$ cat config.mk
export PLATFORM = sky130hd
export DESIGN_NAME = ssw_chain_top
export DESIGN_NICKNAME = d
export VERILOG_FILES = /design/src/rtl/ssw_pkg.sv /design/src/rtl/ssw_cell.sv /design/src/rtl/ssw_ctrl.sv /design/src/rtl/ssw_datapath.sv /design/src/rtl/ssw_chain_top.sv
export SDC_FILE = /design/constraint.sdc
export NUM_CORES = 1
export LEC_CHECK = 0
export BUFFER_PORTS_ARGS = -buffer_cell sky130_fd_sc_hd__buf_2
export CAP_MARGIN = 5
export CORE_ASPECT_RATIO = 0.8
export CORE_MARGIN = 5
export CORE_UTILIZATION = 48
export CTS_CLUSTER_DIAMETER = 40
export DETAILED_ROUTE_END_ITERATION = 8
export HOLD_SLACK_MARGIN = 0.06
export MAX_ROUTING_LAYER = met4
export PLACE_DENSITY_LB_ADDON = 0.15
export SYNTH_ARGS = -nofsm -noshare
export SYNTH_HDL_FRONTEND = slang
export SYNTH_HIERARCHICAL = 1
export SYNTH_SLANG_ARGS = --single-unit
$ cat constraint.sdc
create_clock -name clk -period 0.8 [get_ports clk]
set_input_delay 0.08 -clock clk [delete_from_list [all_inputs] [get_ports clk]]
set_output_delay 0.08 -clock clk [all_outputs]
set_load 0.005 [all_outputs]
$ cat src/rtl/ssw_pkg.sv
package ssw_pkg;
  typedef struct packed {
    logic capture;
  } ssw_strobe_t;

  function automatic int groupCount(input int m, input int w);
    return (m + w - 1) / w;
  endfunction
endpackage

$ cat src/rtl/ssw_cell.sv
module ssw_cell #(
  parameter int W = 4
) (
  input  logic [W-1:0] unaryIn,
  input  logic         addBit,
  output logic [W-1:0] unaryOut,
  output logic         rotBit
);
  logic [W-1:0] rotated;
  assign rotated  = {unaryIn[W-2:0], unaryIn[W-1]};
  assign unaryOut = addBit ? rotated : unaryIn;
  assign rotBit   = addBit & unaryIn[W-1];
endmodule

$ cat src/rtl/ssw_ctrl.sv
module ssw_ctrl #(
  parameter bit REGISTERED = 1'b1
) (
  input  logic                clk,
  input  logic                rstN,
  input  logic                inValid,
  output ssw_pkg::ssw_strobe_t strobe,
  output logic                outValid
);
  assign strobe.capture = inValid;

  generate
    if (REGISTERED) begin : g_reg
      logic validQ;
      always_ff @(posedge clk or negedge rstN) begin
        if (!rstN) validQ <= 1'b0;
        else       validQ <= inValid;
      end
      assign outValid = validQ;

      // a capture is announced one cycle later
      p_valid_follows_r6: assert property (@(posedge clk) disable iff (!rstN)
        inValid |=> outValid);
      // no strobe without a capture
      p_quiet_r7: assert property (@(posedge clk) disable iff (!rstN)
        !inValid |=> !outValid);
    end else begin : g_comb
      assign outValid = inValid;
    end
  endgenerate
endmodule

$ cat src/rtl/ssw_datapath.sv
module ssw_datapath #(
  parameter int W = 4,
  parameter int M = 18,
  parameter bit REGISTERED = 1'b1,
  localparam int G = ssw_pkg::groupCount(M, W)
) (
  input  logic                 clk,
  input  logic                 rstN,
  input  ssw_pkg::ssw_strobe_t strobe,
  input  logic [W-1:0]         startUnary,
  input  logic [M-1:0]         addBits,
  output logic [W-1:0]         resUnary,
  output logic [G-1:0]         wrapDist
);
  localparam logic [W-1:0] ZERO_CODE = {{(W-1){1'b0}}, 1'b1};

  logic [W-1:0] stage [M+1];
  logic [M-1:0] rotBits;
  logic [G-1:0] wrapComb;

  assign stage[0] = startUnary;

  generate
    for (genvar j = 0; j < M; j++) begin : g_cell
      ssw_cell #(.W(W)) u_cell (
        .unaryIn (stage[j]),
        .addBit  (addBits[j]),
        .unaryOut(stage[j+1]),
        .rotBit  (rotBits[j])
      );
    end

    for (genvar g = 0; g < G; g++) begin : g_group
      localparam int LO = g * W;
      localparam int HI = (g * W + W - 1 < M) ? g * W + W - 1 : M - 1;
      assign wrapComb[g] = |rotBits[HI:LO];

      // at most one wrap per group, so the OR loses nothing
      p_sparse_group_r4: assert property (@(posedge clk) disable iff (!rstN)
        $onehot(startUnary) |-> $onehot0(rotBits[HI:LO]));
    end

    if (REGISTERED) begin : g_reg
      logic [W-1:0] resQ;
      logic [G-1:0] distQ;
      always_ff @(posedge clk or negedge rstN) begin
        if (!rstN) begin
          resQ  <= ZERO_CODE;
          distQ <= '0;
        end else if (strobe.capture) begin
          resQ  <= stage[M];
          distQ <= wrapComb;
        end
      end
      assign resUnary = resQ;
      assign wrapDist = distQ;

      // outputs hold between captures
      p_hold_r7: assert property (@(posedge clk) disable iff (!rstN)
        !strobe.capture |=> ($stable(resUnary) && $stable(wrapDist)));
    end else begin : g_comb
      assign resUnary = stage[M];
      assign wrapDist = wrapComb;
    end
  endgenerate

  // the chain keeps a one-hot word one-hot
  p_residue_onehot_r2: assert property (@(posedge clk) disable iff (!rstN)
    $onehot(startUnary) |-> $onehot(stage[M]));
endmodule

$ cat src/rtl/ssw_chain_top.sv
module ssw_chain_top #(
  parameter int W = 4,
  parameter int M = 18,
  parameter bit REGISTERED = 1'b1,
  localparam int G = ssw_pkg::groupCount(M, W)
) (
  input  logic         clk,
  input  logic         rstN,
  input  logic         inValid,
  input  logic [W-1:0] startUnary,
  input  logic [M-1:0] addBits,
  output logic [W-1:0] resUnary,
  output logic [G-1:0] wrapDist,
  output logic         outValid
);
  ssw_pkg::ssw_strobe_t strobe;

  ssw_ctrl #(.REGISTERED(REGISTERED)) u_ctrl (
    .clk     (clk),
    .rstN    (rstN),
    .inValid (inValid),
    .strobe  (strobe),
    .outValid(outValid)
  );

  ssw_datapath #(.W(W), .M(M), .REGISTERED(REGISTERED)) u_dp (
    .clk       (clk),
    .rstN      (rstN),
    .strobe    (strobe),
    .startUnary(startUnary),
    .addBits   (addBits),
    .resUnary  (resUnary),
    .wrapDist  (wrapDist)
  );
endmodule

==> metrics.txt, run 1 <==
# TYPE chip_impl_metric gauge
chip_impl_info{name="run_status",value="finished with violations"} 1
chip_impl_info{name="failed_checks",value="setup timing"} 1
chip_impl_metric{name="grt_usage",unit="%"} 15.7
chip_impl_metric{name="drt_wirelength",unit="mm"} 2.82
chip_impl_metric{name="min_delay_path_depth",unit=""} 2
chip_impl_metric{name="slew_headroom",unit="%"} 85.5
chip_impl_info{name="hold_start",value="inValid"} 1
chip_impl_metric{name="final.fill_count",unit=""} 221
chip_impl_info{name="crit_chain",value="buf_8, mux2_4, mux2_4, mux2_4, mux2_4, mux2_4, mux2_4, mux2_4, mux2_4, mux2_4, mux2_4, mux2_4, mux2_4, mux2_4, mux2_4, mux2_4, mux2_4, mux2_4, mux2_4, mux2_4"} 1
chip_impl_info{name="rr_startpoint",value="u_dp/wrapDist[0]"} 1
chip_impl_metric{name="grt_max_degree",unit=""} 12
chip_impl_metric{name="clk_pin_slew_worst_paths",unit="ps"} 70
chip_impl_metric{name="antenna_found_initial",unit=""} 0
chip_impl_metric{name="power.ir.vdd_worst",unit="mV"} 1.54
chip_impl_info{name="setup.worst_path.end_class",value="flop"} 1
chip_impl_metric{name="finalMaxSlewViolations",unit=""} 0
chip_impl_metric{name="overflow",unit=""} 0
chip_impl_info{name="root_buffer_cell",value="clkbuf_4"} 1
chip_impl_metric{name="timing.final.setup_violations",unit=""} 19
chip_impl_metric{name="post_drt_wl_per_cell",unit="um"} 13.5
chip_impl_metric{name="rrSetupSlack",unit="ps"} 20
chip_impl_metric{name="worst_slack",unit="ps"} -4590
chip_impl_metric{name="synth.cell_area",unit="um^2"} 1330
chip_impl_metric{name="full_die_area",unit="um^2"} 3940
chip_impl_metric{name="layout.area.seq",unit="um^2"} 251
chip_impl_metric{name="clock_insertion_delay_worst_skew",unit="ps"} 260
chip_impl_metric{name="critical_path_required",unit="ps"} 950
chip_impl_info{name="timing.hold.worst_endpoint",value="u_dp/resUnary[3]"} 1
chip_impl_metric{name="numPortBuffers",unit=""} 34
chip_impl_info{name="setup_repair_after_global_routing_missed_its_margin",value="yes"} 1
chip_impl_metric{name="max_freq",unit="MHz"} 186
chip_impl_metric{name="total_leakage_power",unit="uW"} 0.000857
chip_impl_metric{name="gp_congestion",unit=""} 0.792
chip_impl_info{name="crit_path_start_kind",value="primary input"} 1
chip_impl_metric{name="layout.core_utilization",unit="%"} 68.8
chip_impl_metric{name="multiInputGateArea",unit="um^2"} 1220
chip_impl_metric{name="drt_first_pass_iters",unit=""} 4
chip_impl_metric{name="yosys_register_bits",unit=""} 10
chip_impl_info{name="critical_path.most_common_cell",value="mux2_4"} 1
chip_impl_metric{name="sequential_to_total_area_share_from_yosys_stat",unit="%"} 18.9
chip_impl_metric{name="fp.dieW",unit="um"} 68.9
chip_impl_metric{name="number_of_global_route_vias_before_repair",unit=""} 1124
chip_impl_metric{name="syn_nets",unit=""} 146
chip_impl_info{name="r2r_end",value="u_dp/wrapDist[0]"} 1
chip_impl_metric{name="grt_pass1_wl",unit="mm"} 4.80
chip_impl_metric{name="core_region_area",unit="um^2"} 2700
chip_impl_metric{name="via_count",unit=""} 1078
chip_impl_metric{name="fp-row-count",unit=""} 17
chip_impl_metric{name="ys_warn_count",unit=""} 6
chip_impl_metric{name="finalNonFillerCells",unit=""} 208
chip_impl_metric{name="pre_cts_slack",unit="ps"} -4900
chip_impl_metric{name="synth.distinct_cells",unit=""} 9
chip_impl_metric{name="drc_errors",unit=""} 0
chip_impl_metric{name="crit_path_max_fanout",unit=""} 5
chip_impl_metric{name="r2r.worst_path.cells",unit=""} 3
chip_impl_metric{name="dieHeight",unit="um"} 57.2
chip_impl_metric{name="num_io_pins",unit=""} 35
chip_impl_metric{name="numPlacedInstances",unit=""} 192
chip_impl_metric{name="worst_path_largest_cell_delay",unit="ps"} 300
chip_impl_metric{name="clock_sinks",unit=""} 10
chip_impl_metric{name="first_iter_violations",unit=""} 23
chip_impl_metric{name="vias_per_cell",unit=""} 5.18
chip_impl_metric{name="period_share",unit="%"} 674
chip_impl_metric{name="max-cap-violations",unit=""} 0
chip_impl_metric{name="clk_path_buf_depth",unit=""} 2
chip_impl_metric{name="tightest_slew",unit="ps"} 216
chip_impl_metric{name="clock-skew-final",unit="ps"} 0
chip_impl_info{name="critPathSlowestCell",value="mux2_4"} 1
chip_impl_metric{name="floorplan.initialDensity",unit="%"} 49.4
chip_impl_metric{name="hold_violations",unit=""} 0
chip_impl_metric{name="half_perimeter_wire_length_after_placement",unit="mm"} 2.14
chip_impl_metric{name="ant_nets",unit=""} 0
chip_impl_metric{name="cts_buffers",unit=""} 3
chip_impl_metric{name="power-per-cell-area",unit="nW/um^2"} 2070
chip_impl_metric{name="syn_area_per_cell",unit="um^2"} 11.0
chip_impl_metric{name="htree_num_levels",unit=""} 1
chip_impl_metric{name="antenna-diode-count",unit=""} 0
chip_impl_metric{name="worst_ep_arrival_time",unit="ps"} 5540
chip_impl_metric{name="drive_above_1_share",unit="%"} 88.2
chip_impl_info{name="timing.hold.worst.class",value="in2reg"} 1
chip_impl_metric{name="syn_inst",unit=""} 121
chip_impl_metric{name="total_power",unit="uW"} 3840
chip_impl_metric{name="syn_to_final_growth",unit="%"} 39.4
chip_impl_metric{name="final_net_count",unit=""} 196
chip_impl_info{name="tritoncts",value="done"} 1
chip_impl_metric{name="post-route-min-period",unit="ps"} 5390
chip_impl_info{name="critical_path_class",value="in2reg"} 1
==> worst max-delay path: cells and delay by family <==
| family | cells | cell delay (ps) |
|---|---|---|
| buf+inv | 1 | 110 |
| mux | 19 | 5310 |
==> metrics by stage <==
step                      TNS, ps  area [um^2]  hold slack [ps]
after CTS                  -32760         1800              143
final                      -32890         1860              150
after floorplan            -31360         1370             -216
after detailed placement   -34820         1580            -50.0
after global placement     -34240         1580            -56.9
after global routing       -34080         1860              158
==> state kept, by name, indices dropped and copies added, names as in the netlist <==
signal	cells
u_dp/resUnary	4
u_ctrl/outValid	1
u_dp/wrapDist	5
==> cell families after synthesis <==
family,Yosys count,synth area share (%)
compound gates,5,1.88
buf+inv,2,1.41
flops,10,18.9
mux,76,64.2
simple gates,28,13.7
==> timing repair <==
action | 4_1_cts | 5_1_grt
pin swaps | 5 | 3
gates resized for setup | 27 | 10
endpoints found under the setup margin | 19 | 19
buffers inserted | 8 | 3
endpoints found under the hold margin | 10 | 0
hold buffers | 1 | 0
==> how the worst max path moves through the flow <==
| stage | slack (ps) | to | start | cells past startpoint |
|---|---|---|---|---|
| finish | -4590 | u_dp/resUnary[3] | addBits[0] | 20 |
| global route | -4680 | u_dp/resUnary[1] | addBits[0] | 20 |
| CTS | -4550 | u_dp/resUnary[3] | addBits[0] | 20 |
| detailed placement | -4900 | u_dp/resUnary[3] | addBits[0] | 20 |
| global placement | -4840 | u_dp/resUnary[3] | addBits[0] | 20 |
| floorplan | -4510 | u_dp/resUnary[3] | addBits[0] | 19 |
==> power breakdown <==
| part | leakage, uW | internal [uW] | switching (uW) |
|---|---|---|---|
| registers | 0.000110 | 690 | 78.8 |
| logic | 0.000725 | 1670 | 954 |
| clock network | 0.0000210 | 276 | 175 |
==> layout by cell type, fill, tap and decap left out, types with 2 or more instances in the layout <==
cell and n:
mux2_2 45, nor2_1 5, and2_2 16, dfrtp_1 9, buf_2 33, a21oi_1 4, nor4_4 2, and2_4 2
buf_4 7, mux2_4 31, clkbuf_4 3, buf_6 5
==> routing by layer <==
metal | wire (um) | vias to the layer above | track usage (%)
li1 | - | 554 | -
met1 | 1220 | 508 | 18.4
met2 | 1510 | 16 | 28.7
met3 | 88 | 0 | 1.18
met4 | 0 | 0 | 3.33
met5 | 0 | - | -
==> final cells by class <==
| type | count | area share [%] |
|---|---|---|
| Timing Repair Buffer | 47 | 16.1 |
| Multi-Input combinational cell | 109 | 65.9 |
| Sequential cell | 10 | 13.5 |
| Tap cell | 38 | 2.56 |
| Clock buffer | 4 | 1.95 |
==> cells in the mapped netlist (all sizes together) <==
master	instances	area, um^2
nor4	4	25.0
dfstp	1	26.3
nor2	6	22.5
a21oi	5	25.0
buf	2	18.8
dfrtp	9	225
and2	18	135
mux2	76	856
(Power assumes the default switching activity.)
==> run 2, diff against run 1 <==
Settings changed: BUFFER_PORTS_ARGS -buffer_cell sky130_fd_sc_hd__buf_2 to -buffer_cell sky130_fd_sc_hd__buf_4, SKIP_CTS_REPAIR_TIMING set to 1.
==> metrics.txt, run 2 (synthesized netlist as in run 1, its figures left out) <==
# TYPE chip_impl_metric gauge
chip_impl_metric{name="core_region_area",unit="um^2"} 2700
chip_impl_metric{name="cp_num_buf_inv",unit=""} 1
chip_impl_metric{name="drc_errors",unit=""} 0
chip_impl_metric{name="slew_headroom",unit="%"} 85.3
chip_impl_metric{name="fp-row-count",unit=""} 17
chip_impl_metric{name="grt_usage",unit="%"} 14.6
chip_impl_metric{name="gp_congestion",unit=""} 0.751
chip_impl_metric{name="via_count",unit=""} 1060
chip_impl_metric{name="post_drt_wl_per_cell",unit="um"} 14.4
chip_impl_metric{name="final_net_count",unit=""} 190
chip_impl_metric{name="overflow",unit=""} 0
chip_impl_metric{name="comb_power_share",unit="%"} 68.2
chip_impl_metric{name="clock_insertion_delay_worst_skew",unit="ps"} 260
chip_impl_metric{name="crit_path_max_fanout",unit=""} 5
chip_impl_metric{name="floorplan.initialDensity",unit="%"} 49.4
chip_impl_metric{name="final.fill_count",unit=""} 223
chip_impl_metric{name="timing.final.setup_violations",unit=""} 19
chip_impl_metric{name="sequential_fraction_of_design_power",unit="%"} 20.5
chip_impl_info{name="crit_chain",value="buf_12, mux2_4, mux2_4, mux2_4, mux2_4, mux2_4, mux2_4, mux2_4, mux2_4, mux2_4, mux2_4, mux2_4, mux2_4, mux2_4, mux2_4, mux2_4, mux2_4, mux2_4, mux2_4, mux2_4"} 1
chip_impl_info{name="critical_path.most_common_cell",value="mux2_4"} 1
chip_impl_metric{name="worst_path_largest_cell_delay",unit="ps"} 300
chip_impl_info{name="critPathSlowestCell",value="mux2_4"} 1
chip_impl_info{name="failed_checks",value="setup timing"} 1
chip_impl_metric{name="htree_num_levels",unit=""} 1
chip_impl_metric{name="max_freq",unit="MHz"} 184
chip_impl_info{name="crit_path_start_kind",value="primary input"} 1
chip_impl_metric{name="post-route-min-period",unit="ps"} 5430
chip_impl_metric{name="first_iter_violations",unit=""} 24
chip_impl_metric{name="worst_hold_slack",unit="ps"} 86.9
chip_impl_metric{name="grt_pass1_wl",unit="mm"} 4.52
chip_impl_info{name="final_common_cell",value="mux2_2"} 1
chip_impl_metric{name="numPlacedInstances",unit=""} 192
chip_impl_info{name="tritoncts",value="done"} 1
chip_impl_metric{name="critical_path_required",unit="ps"} 950
chip_impl_metric{name="syn_to_final_growth",unit="%"} 42.5
chip_impl_info{name="critical_path_class",value="in2reg"} 1
chip_impl_metric{name="cts_buffers",unit=""} 3
chip_impl_metric{name="num_io_pins",unit=""} 35
chip_impl_metric{name="period_share",unit="%"} 678
chip_impl_metric{name="vias_per_cell",unit=""} 5.25
chip_impl_metric{name="share_clk_of_total_power",unit="%"} 11.3
chip_impl_info{name="layout.cells.most_common_list",value="50 x mux2_2, 28 x buf_4, 26 x mux2_4"} 1
chip_impl_metric{name="netSwitchingFraction",unit="%"} 31.0
chip_impl_metric{name="power-per-cell-area",unit="nW/um^2"} 2080
chip_impl_metric{name="antenna-diode-count",unit=""} 0
chip_impl_metric{name="number_of_global_route_vias_before_repair",unit=""} 1085
chip_impl_info{name="root_buffer_cell",value="clkbuf_4"} 1
chip_impl_metric{name="hold_violations",unit=""} 0
chip_impl_metric{name="drt_first_pass_iters",unit=""} 2
chip_impl_metric{name="rrSetupSlack",unit="ps"} 20
chip_impl_metric{name="antenna_found_initial",unit=""} 0
chip_impl_metric{name="total_leakage_power",unit="uW"} 0.000845
chip_impl_metric{name="grt_max_degree",unit=""} 11
chip_impl_metric{name="power.internal",unit="uW"} 2730
chip_impl_metric{name="p_sw",unit="uW"} 1230
chip_impl_metric{name="worst_slack",unit="ps"} -4630
chip_impl_metric{name="numPortBuffers",unit=""} 34
chip_impl_metric{name="clock_sinks",unit=""} 10
chip_impl_metric{name="finalNonFillerCells",unit=""} 202
chip_impl_metric{name="layout.core_utilization",unit="%"} 70.4
chip_impl_metric{name="largest_register_ffs",unit=""} 5
chip_impl_info{name="setup_repair_after_global_routing_missed_its_margin",value="yes"} 1
chip_impl_metric{name="full_die_area",unit="um^2"} 3940
chip_impl_metric{name="ant_nets",unit=""} 0
chip_impl_info{name="cpLargestDelayFamily",value="multiplexers"} 1
chip_impl_metric{name="clock-skew-final",unit="ps"} 0
chip_impl_metric{name="power.ir.vdd_worst",unit="mV"} 1.37
chip_impl_metric{name="finalMaxSlewViolations",unit=""} 0
chip_impl_info{name="timing.hold.worst.class",value="in2reg"} 1
chip_impl_metric{name="clk_pin_slew_worst_paths",unit="ps"} 70
chip_impl_metric{name="fp.dieW",unit="um"} 68.9
chip_impl_metric{name="tightest_slew",unit="ps"} 219
chip_impl_metric{name="dieHeight",unit="um"} 57.2
chip_impl_metric{name="worst_ep_arrival_time",unit="ps"} 5570
chip_impl_metric{name="drt_wirelength",unit="mm"} 2.90
chip_impl_metric{name="clk_path_buf_depth",unit=""} 2
chip_impl_metric{name="half_perimeter_wire_length_after_placement",unit="mm"} 2.32
chip_impl_info{name="run_status",value="finished with violations"} 1
chip_impl_metric{name="drive_above_1_share",unit="%"} 86.6
chip_impl_info{name="setup.worst_path.end_class",value="flop"} 1
chip_impl_metric{name="max-cap-violations",unit=""} 0
## run 2: cell count changes in the layout (fill, tap and decap cells not counted), moves of 5 or more
cell,change
buf_2,-33
buf_4,+21
buf_6,+5
mux2_2,+5
mux2_4,-5
## run 2: final timing paths
| kind | from | cells past startpoint | to |
|---|---|---|---|
| max in group asynchronous | rstN | 2 | u_dp/resUnary[0] |
| worst max-delay path | addBits[0] | 20 | u_dp/resUnary[3] |
| worst max register to register | u_dp/wrapDist[3] | 3 | u_dp/wrapDist[3] |
| worst min register to register | u_dp/resUnary[2] | 1 | u_dp/resUnary[2] |
| min in group asynchronous | rstN | 2 | u_dp/resUnary[2] |
| worst min-delay path | inValid | 2 | u_dp/wrapDist[1] |
## run 2: power by group through the flow
stage          clock network [uW]  logic, uW  registers [uW]
2_1_floorplan                   0       1520             795
3_5_place_dp                    0       2210             793
6_report                      446       2700             812
5_1_grt                       480       2900             842
3_3_place_gp                    0       2140             792
4_1_cts                       458       2230             783
## run 2: final cells by class
type | count | area (um^2) | share of cell area (%)
multi-input cells | 109 | 1200 | 63.3
repair buffers | 41 | 363 | 19.1
flip-flops and latches | 10 | 251 | 13.2
well taps | 38 | 47.5 | 2.50
clock buffers | 4 | 36.3 | 1.91
## run 2: per-layer routing
metal / vias up / global-route usage, % / routed length (um)
met1: 498 / 17.1 / 1230
li1: 544 / - / -
met3: 2 / 1.38 / 77
met5: - / - / 0
met4: 0 / 4.17 / 19
met2: 16 / 26.0 / 1580
## run 2: through the flow
step / TNS (ps) / total power, uW / setup WS [ps] / instance area (um^2)
2_1_floorplan: -31360 / 2320 / -4510 / 1370
3_3_place_gp: -34130 / 2930 / -4820 / 1660
3_5_place_dp: -34710 / 3000 / -4890 / 1660
4_1_cts: -33050 / 3470 / -4620 / 1700
5_1_grt: -33800 / 4220 / -4710 / 1900
6_report: -32700 / 3950 / -4630 / 1900
==> run 3, diff against run 2 <==
Clock period 0.8 ns to 4.4 ns, I/O delays scaled along.
==> metrics.txt, run 3 (synthesized netlist as in run 1, its figures left out) <==
# TYPE chip_impl_metric gauge
chip_impl_metric{name="worst_slack",unit="ps"} -1330
chip_impl_metric{name="clock_sinks",unit=""} 10
chip_impl_info{name="r2r_end",value="u_dp/resUnary[2]"} 1
chip_impl_metric{name="drt_wirelength",unit="mm"} 2.74
chip_impl_info{name="rr_startpoint",value="u_dp/resUnary[2]"} 1
chip_impl_metric{name="drive_above_1_share",unit="%"} 86.1
chip_impl_metric{name="htree_num_levels",unit=""} 1
chip_impl_info{name="timing.hold.worst_endpoint",value="u_ctrl/outValid"} 1
chip_impl_metric{name="dieHeight",unit="um"} 57.2
chip_impl_info{name="setup_repair_after_global_routing_missed_its_margin",value="yes"} 1
chip_impl_metric{name="antenna-diode-count",unit=""} 0
chip_impl_info{name="setup.worst_path.end_class",value="flop"} 1
chip_impl_metric{name="power.ir.vdd_worst",unit="mV"} 0.237
chip_impl_metric{name="numPlacedInstances",unit=""} 191
chip_impl_metric{name="max_freq",unit="MHz"} 174
chip_impl_info{name="critical_path_class",value="in2reg"} 1
chip_impl_metric{name="power-per-cell-area",unit="nW/um^2"} 381
chip_impl_info{name="timing.hold.worst.class",value="in2reg"} 1
chip_impl_metric{name="number_of_global_route_vias_before_repair",unit=""} 1029
chip_impl_metric{name="fp-row-count",unit=""} 17
chip_impl_metric{name="overflow",unit=""} 0
chip_impl_metric{name="r2r.worst_path.cells",unit=""} 1
chip_impl_info{name="failed_checks",value="setup timing"} 1
chip_impl_info{name="critPathSlowestCell",value="mux2_4"} 1
chip_impl_metric{name="grt_max_degree",unit=""} 16
chip_impl_metric{name="numPortBuffers",unit=""} 34
chip_impl_info{name="crit_chain",value="buf_12, mux2_4, mux2_4, mux2_4, mux2_4, mux2_4, mux2_4, mux2_4, mux2_4, mux2_4, mux2_4, mux2_4, mux2_4, mux2_4, mux2_4, mux2_2, mux2_2, mux2_2, mux2_2, mux2_2"} 1
chip_impl_metric{name="grt_pass1_wl",unit="mm"} 4.15
chip_impl_metric{name="clk_pin_slew_worst_paths",unit="ps"} 70
chip_impl_metric{name="hold_violations",unit=""} 0
chip_impl_info{name="critical_path.most_common_cell",value="mux2_4"} 1
chip_impl_metric{name="worst_ep_arrival_time",unit="ps"} 5890
chip_impl_metric{name="first_iter_violations",unit=""} 9
chip_impl_metric{name="min_delay_path_depth",unit=""} 1
chip_impl_metric{name="half_perimeter_wire_length_after_placement",unit="mm"} 2.19
chip_impl_metric{name="clk_path_buf_depth",unit=""} 2
chip_impl_metric{name="final.fill_count",unit=""} 233
chip_impl_metric{name="pre_cts_slack",unit="ps"} -1670
chip_impl_metric{name="cell_area_after_placement",unit="um^2"} 1620
chip_impl_metric{name="period_share",unit="%"} 130
chip_impl_metric{name="worst_path_largest_cell_delay",unit="ps"} 300
chip_impl_info{name="run_status",value="finished with violations"} 1
chip_impl_metric{name="drc_errors",unit=""} 0
chip_impl_metric{name="crit_path_max_fanout",unit=""} 5
chip_impl_metric{name="post-route-min-period",unit="ps"} 5730
chip_impl_metric{name="floorplan.initialDensity",unit="%"} 49.4
chip_impl_metric{name="ant_nets",unit=""} 0
chip_impl_metric{name="full_die_area",unit="um^2"} 3940
chip_impl_metric{name="clock-skew-final",unit="ps"} 0
chip_impl_info{name="tritoncts",value="done"} 1
chip_impl_metric{name="antenna_found_initial",unit=""} 0
chip_impl_metric{name="clock_insertion_delay_worst_skew",unit="ps"} 270
chip_impl_metric{name="via_count",unit=""} 1023
chip_impl_metric{name="grt_usage",unit="%"} 13.8
chip_impl_metric{name="layout.cell_area.non_filler",unit="um^2"} 1790
chip_impl_metric{name="finalNonFillerCells",unit=""} 196
chip_impl_info{name="hold_start",value="inValid"} 1
chip_impl_metric{name="cts_buffers",unit=""} 3
chip_impl_metric{name="critical_path_required",unit="ps"} 4560
chip_impl_metric{name="finalMaxSlewViolations",unit=""} 0
chip_impl_metric{name="largest_register_ffs",unit=""} 5
chip_impl_metric{name="max-cap-violations",unit=""} 0
chip_impl_metric{name="timing.final.setup_violations",unit=""} 6
chip_impl_metric{name="syn_to_final_growth",unit="%"} 34.2
chip_impl_metric{name="core_region_area",unit="um^2"} 2700
chip_impl_metric{name="final_net_count",unit=""} 184
chip_impl_metric{name="slew_headroom",unit="%"} 82.0
chip_impl_metric{name="setup-tns-final",unit="ps"} -7150
chip_impl_metric{name="drt_first_pass_iters",unit=""} 3
chip_impl_metric{name="fp.dieW",unit="um"} 68.9
chip_impl_info{name="layout.cells.most_common_list",value="49 x mux2_2, 33 x buf_4, 27 x mux2_4"} 1
chip_impl_info{name="crit_path_start_kind",value="primary input"} 1
chip_impl_metric{name="post_drt_wl_per_cell",unit="um"} 14.0
chip_impl_metric{name="vias_per_cell",unit=""} 5.22
chip_impl_metric{name="tightest_slew",unit="ps"} 268
chip_impl_info{name="final_common_cell",value="mux2_2"} 1
chip_impl_metric{name="total_leakage_power",unit="uW"} 0.000800
chip_impl_metric{name="rrSetupSlack",unit="ps"} 3630
chip_impl_info{name="root_buffer_cell",value="clkbuf_4"} 1
chip_impl_metric{name="num_io_pins",unit=""} 35
chip_impl_metric{name="gp_congestion",unit=""} 0.736
## run 3: cell types whose count changed in the layout (fill, tap and decap cells not counted), sizes merged
cell / before / now
dlygate4sd3: 2 / 1
buf: 39 / 34
## run 3: critical path: cells and delay by family
| family | cells | cell delay, ps |
|---|---|---|
| muxes | 19 | 5330 |
| buffers and inverters | 1 | 110 |
## run 3: stage by stage
step                      hold slack (ps)  util (%)  total power [uW]
after detailed placement              278      59.9               537
after global placement                271      59.9               524
final                                 395      66.3               683
after floorplan                       144         -               413
after CTS                           -12.8      61.2               624
after global routing                  386      66.3               735
## run 3: worst max-delay path by stage
stage | start | endpoint | slack (ps) | cells past startpoint
after CTS | addBits[0] | u_dp/resUnary[1] | -1400 | 20
after global placement | addBits[0] | u_dp/resUnary[1] | -1580 | 20
after floorplan | addBits[0] | u_dp/resUnary[3] | -1280 | 19
after global routing | addBits[0] | u_dp/resUnary[2] | -1450 | 20
final | addBits[0] | u_dp/resUnary[2] | -1330 | 20
after detailed placement | addBits[0] | u_dp/resUnary[1] | -1670 | 20
## run 3: layout make-up
class	count	area (um^2)	share of cell area, %
multi-input cells	109	1180	65.8
repair buffers	35	278	15.5
flip-flops and latches	10	251	14.0
well taps	38	47.5	2.66
clock buffers	4	36.3	2.03
## run 3: power by group
| part | switching [uW] | internal, uW |
|---|---|---|
| Sequential | 18.7 | 126 |
| Clock | 33.4 | 50.3 |
| Combinational | 162 | 293 |
## run 3: per-layer routing
layer / share of wire, % / vias up / track usage (%)
li1: - / 527 / -
met1: 40 / 470 / 14.6
met2: 54 / 22 / 25.4
met3: 4.5 / 4 / 1.18
met4: 1.4 / 0 / 5.83
met5: 0 / - / -
